**src/rtl/dsm_pkg.sv**
```systemverilog
package dsm_pkg;
  localparam int unsigned OP_W  = 8;
  localparam int unsigned SEG_W = 4;

  typedef enum logic [1:0] {
    SGN_PP = 2'b00,
    SGN_PN = 2'b01,
    SGN_NP = 2'b10,
    SGN_NN = 2'b11
  } sign_pair_e;
endpackage

```
**src/rtl/dsm_lod.sv**
```systemverilog
// Leading-one window extraction for one operand
module dsm_lod #(
  parameter int unsigned OP_W    = 8,
  parameter int unsigned SEG_W   = 4,
  parameter int unsigned SHIFT_W = $clog2(OP_W - SEG_W + 1)
) (
  input  logic [OP_W-1:0]    op_i,
  output logic [SEG_W-1:0]   seg_o,
  output logic [SHIFT_W-1:0] shift_o
);
  localparam int unsigned NUM_POS = OP_W - SEG_W + 1;

  logic [SEG_W-1:0] win [NUM_POS];

  for (genvar k = 0; k < NUM_POS; k++) begin : g_win
    assign win[k] = op_i[k+SEG_W-1:k];
  end

  // highest set bit above the low window wins
  always_comb begin
    shift_o = '0;
    for (int i = SEG_W; i < OP_W; i++) begin
      if (op_i[i]) shift_o = SHIFT_W'(i - SEG_W + 1);
    end
  end

  always_comb begin
    seg_o = '0;
    for (int k = 0; k < NUM_POS; k++) begin
      if (shift_o == SHIFT_W'(k)) seg_o = win[k];
    end
  end
endmodule

```
**src/rtl/dsm_seg_mul.sv**
```systemverilog
// Sign-pair controlled segment multiply at full result width
module dsm_seg_mul
  import dsm_pkg::*;
#(
  parameter int unsigned SEG_W = 4,
  parameter int unsigned RES_W = 16
) (
  input  logic [SEG_W-1:0] seg_a_i,
  input  logic [SEG_W-1:0] seg_b_i,
  input  logic             sign_a_i,
  input  logic             sign_b_i,
  output logic [RES_W-1:0] mul_o
);
  localparam int unsigned EXT_W = RES_W - SEG_W;

  logic [RES_W-1:0] a_zx, b_zx, a_sx, b_sx;
  sign_pair_e       sel;

  assign a_zx = {{EXT_W{1'b0}}, seg_a_i};
  assign b_zx = {{EXT_W{1'b0}}, seg_b_i};
  assign a_sx = {{EXT_W{seg_a_i[SEG_W-1]}}, seg_a_i};
  assign b_sx = {{EXT_W{seg_b_i[SEG_W-1]}}, seg_b_i};
  assign sel  = sign_pair_e'({sign_a_i, sign_b_i});

  // two's complement product modulo 2^RES_W once both sides are extended
  always_comb begin
    case (sel)
      SGN_PN:  mul_o = a_zx * b_sx;
      SGN_NP:  mul_o = a_sx * b_zx;
      default: mul_o = a_zx * b_zx;
    endcase
  end
endmodule

```
**src/rtl/dsm_mult.sv**
```systemverilog
module dsm_mult
  import dsm_pkg::*;
#(
  parameter int unsigned OP_W  = dsm_pkg::OP_W,
  parameter int unsigned SEG_W = dsm_pkg::SEG_W
) (
  input  logic [OP_W-1:0]   a_i,
  input  logic [OP_W-1:0]   b_i,
  output logic [2*OP_W-1:0] prod_o
);
  localparam int unsigned RES_W   = 2 * OP_W;
  localparam int unsigned SHIFT_W = $clog2(OP_W - SEG_W + 1);
  localparam int unsigned SUM_W   = $clog2(2 * (OP_W - SEG_W) + 1);

  logic [SEG_W-1:0]   seg_a, seg_b;
  logic [SHIFT_W-1:0] shift_a, shift_b;
  logic [SUM_W-1:0]   shift_sum;
  logic [RES_W-1:0]   mul;

  dsm_lod #(.OP_W(OP_W), .SEG_W(SEG_W), .SHIFT_W(SHIFT_W)) u_lod_a (
    .op_i(a_i), .seg_o(seg_a), .shift_o(shift_a)
  );

  dsm_lod #(.OP_W(OP_W), .SEG_W(SEG_W), .SHIFT_W(SHIFT_W)) u_lod_b (
    .op_i(b_i), .seg_o(seg_b), .shift_o(shift_b)
  );

  dsm_seg_mul #(.SEG_W(SEG_W), .RES_W(RES_W)) u_mul (
    .seg_a_i (seg_a),
    .seg_b_i (seg_b),
    .sign_a_i(a_i[OP_W-1]),
    .sign_b_i(b_i[OP_W-1]),
    .mul_o   (mul)
  );

  assign shift_sum = SUM_W'(shift_a) + SUM_W'(shift_b);
  assign prod_o    = mul << shift_sum;
endmodule

```
**config.mk**
```make
export PLATFORM = sky130hd
export DESIGN_NAME = dsm_mult
export DESIGN_NICKNAME = d
export VERILOG_FILES = /design/src/rtl/dsm_pkg.sv /design/src/rtl/dsm_lod.sv /design/src/rtl/dsm_seg_mul.sv /design/src/rtl/dsm_mult.sv
export SDC_FILE = /design/constraint.sdc
export NUM_CORES = 1
export LEC_CHECK = 0
export ABC_CLOCK_PERIOD_IN_PS = 20100
export BUFFER_PORTS_ARGS = -buffer_cell sky130_fd_sc_hd__buf_4
export CORE_MARGIN = 3
export CORE_UTILIZATION = 59
export DETAILED_ROUTE_END_ITERATION = 10
export PLACE_DENSITY = 0.81
export SLEW_MARGIN = 20
export SYNTH_ARGS = -nofsm -noshare
export SYNTH_HDL_FRONTEND = slang
export SYNTH_SLANG_ARGS = --single-unit
```
**constraint.sdc**
```tcl
create_clock -name vclk -period 20.1
set_input_delay 6.03 -clock vclk [all_inputs]
set_output_delay 6.03 -clock vclk [all_outputs]
set_load 0.005 [all_outputs]
```
==> reports/metrics.yaml <==
outcome:
  status: "complete, no violations"
critical_path:
  slowest_stage: "fa_1"
  required_ns: 14.07
  worstSetupPathType: "input port to output pin"
  path_cells: "buf_4 > or2_2 > nor2_1 > nand2_1 > a21oi_1 > nor2_1 > nor2_1 > inv_1 > fa_1 > fa_1 > inv_1 > fa_1 > ha_1 > inv_1 > fa_1 > inv_1 > a221oi_1 > a21oi_1 > mux4_2 > and2_0 > or4_1 > buf_4"
  path_delay_family: "adder cells"
  arrival_ns: 11.51
  critPathMaxFanout: 6
  startpoint: "b_i[5]"
  cp-start-kind: "input port"
  crit_buf_inv: 6
  cp-end-kind: "output pin"
  critPathMaxStageDelay_ns: 0.54
clocking:
  cts_resized: 0
  post_cts_buffers: 0
  cts_hold_buffers: 0
sta:
  drv_slew: 0
  grt_setup_unrepaired: "false"
  fin_ws_ns: 2.56
  fin_crit_sh: 0.873
  worstMarginPinSlew_ns: 0.797
  max_freq_mhz: 57.0
  fin_setup_tns_ns: 0
  final.min_clock_period_ns: 17.54
  hold_viol_final: 0
  slew_headroom: 0.464
  setup_viol: 0
routing:
  detail_route.first_pass.iterations: 4
  ant_nets: 0
  drt_iter0_markers: 183
  drc: 0
  wl_per_cell_um: 14.3
  via_per_inst: 6.00
  vias: 2530
  wl_um: 6040
cells_and_area:
  fin_cells: 422
  diodes: 0
  nClkBuffers: 0
  design.seq.count: 0
  layout-drive-gt1-share: 0.124
  seqCellArea_um2: 0
  nNetsFinal: 451
  synthToLayoutAreaGrowth_pct: 9.96
global_route:
  track_usage: 0.243
  grt_pass1_wl_um: 10300
  grt_max_degree: 20
  gr-total-overflow: 0
  antenna_found_initial: 0
  grt_pass1_vias: 2294
placement:
  io_buffers: 32
  post-place-ws_ns: 2.59
  dp_hpwl_um: 5170
  place_inst: 422
  gp_congestion: 0.894
worst_hold_path:
  hp-class: "input port to output pin"
  min-delay-start: "a_i[7]"
synth:
  postSynthAreaPerCell_um2: 7.09
  yosysUniqueCellTypes: 53
  syn_inst: 353
  yosys_warnings: 0
  syn_area_mm2: 0.00250
  synth_fp_nets: 430
  yosysSeqAreaShare: 0
floorplan:
  rows: 23
  die_w_um: 71.1
  io_pins: 32
  initial_utilization: 0.616
  dieArea_mm2: 0.00506
  die_height_um: 71.1
  design.core.area_mm2: 0.00406
power:
  p_per_area_mw_per_mm2: 64.5
  peakVddDrop_mv: 0.0467
  p_leak_nw: 1.37
run:
  drv_cap: 0
[cell usage after synthesis, types with 4 or more instances]
cell,instances,area share
xor2_1,4,0.014
o211ai_1,4,0.012
nand2_1,25,0.038
a22oi_1,4,0.012
nand2b_1,13,0.033
o21ai_0,17,0.034
and2_1,4,0.010
mux2i_1,6,0.024
a21oi_1,22,0.044
o21a_1,7,0.021
nor3_1,4,0.0080
fa_1,13,0.10
clkbuf_1,10,0.015
o22ai_1,7,0.018
inv_1,42,0.063
o21ai_1,4,0.0080
nor2_1,57,0.086
ha_1,48,0.24
[cells by family after synthesis]
family / after synthesis / share of synthesized area
AND/OR/NAND/NOR: 128 / 0.246
XOR/XNOR: 7 / 0.0245
AO/OA/AOI/OAI: 90 / 0.246
multiplexers: 11 / 0.0525
adder cells (fa/ha/maj): 61 / 0.344
buffers and inverters: 56 / 0.0875
[tightest hold or removal path, cell delays in order]
cell and delay [ns]:
buf_4 0.13, ha_1 0.16, nor2_1 0.12, o22ai_1 0.14, buf_4 0.13
[layer usage]
| layer | track usage | wire length (µm) | vias to the layer above |
|---|---|---|---|
| met4 | 0.0251 | 36 | 0 |
| met3 | 0.00710 | 249 | 6 |
| met5 | 0 | 0 | - |
| met1 | 0.350 | 2920 | 1181 |
| met2 | 0.421 | 2840 | 67 |
| li1 | - | - | 1276 |
[worst paths after layout]
path	to	slack (ns)	cells after the start
worst max-delay path	prod_o[10]	2.56	22
worst min-delay path	prod_o[14]	12.76	5
[layout make-up]
cell class / instances / area, µm²
multi-input cells: 297 / 2280
inverters: 42 / 158
fillers: 360 / 1310
repair buffers: 33 / 248
well taps: 50 / 62.6
[power breakdown]
part | switching [W] | internal, W
logic | 0.0000966 | 0.0000808
registers | 0 | 0
clock network | 0 | 0
total | 0.0000966 | 0.0000808
[placed cells by master, fill, tap and decap left out, types with 6 or more instances in the layout]
master    synthesis  final
nor2_1           57     57
ha_1             48     48
inv_1            42     42
buf_4             0     33
nand2_1          25     25
a21oi_1          22     22
o21ai_0          17     17
nand2b_1         13     13
fa_1             13     13
o21a_1            7      7
o22ai_1           7      7
mux2i_1           6      6
[metrics by stage]
| step | instance area (µm²) | total power [W] | util | hold slack (ns) |
|---|---|---|---|---|
| 6_report | 2750 | 0.000177 | 0.678 | 12.76 |
| 5_1_grt | 2750 | 0.000199 | 0.678 | 12.83 |
| 4_1_cts | 2750 | 0.000177 | 0.678 | 12.75 |
| 3_5_place_dp | 2750 | 0.000175 | 0.678 | 12.74 |
| 3_3_place_gp | 2750 | 0.000172 | 0.678 | 12.75 |
| 2_1_floorplan | 2500 | 0.000129 | - | 12.42 |
Note: power is estimated with default switching activity, not from simulation.
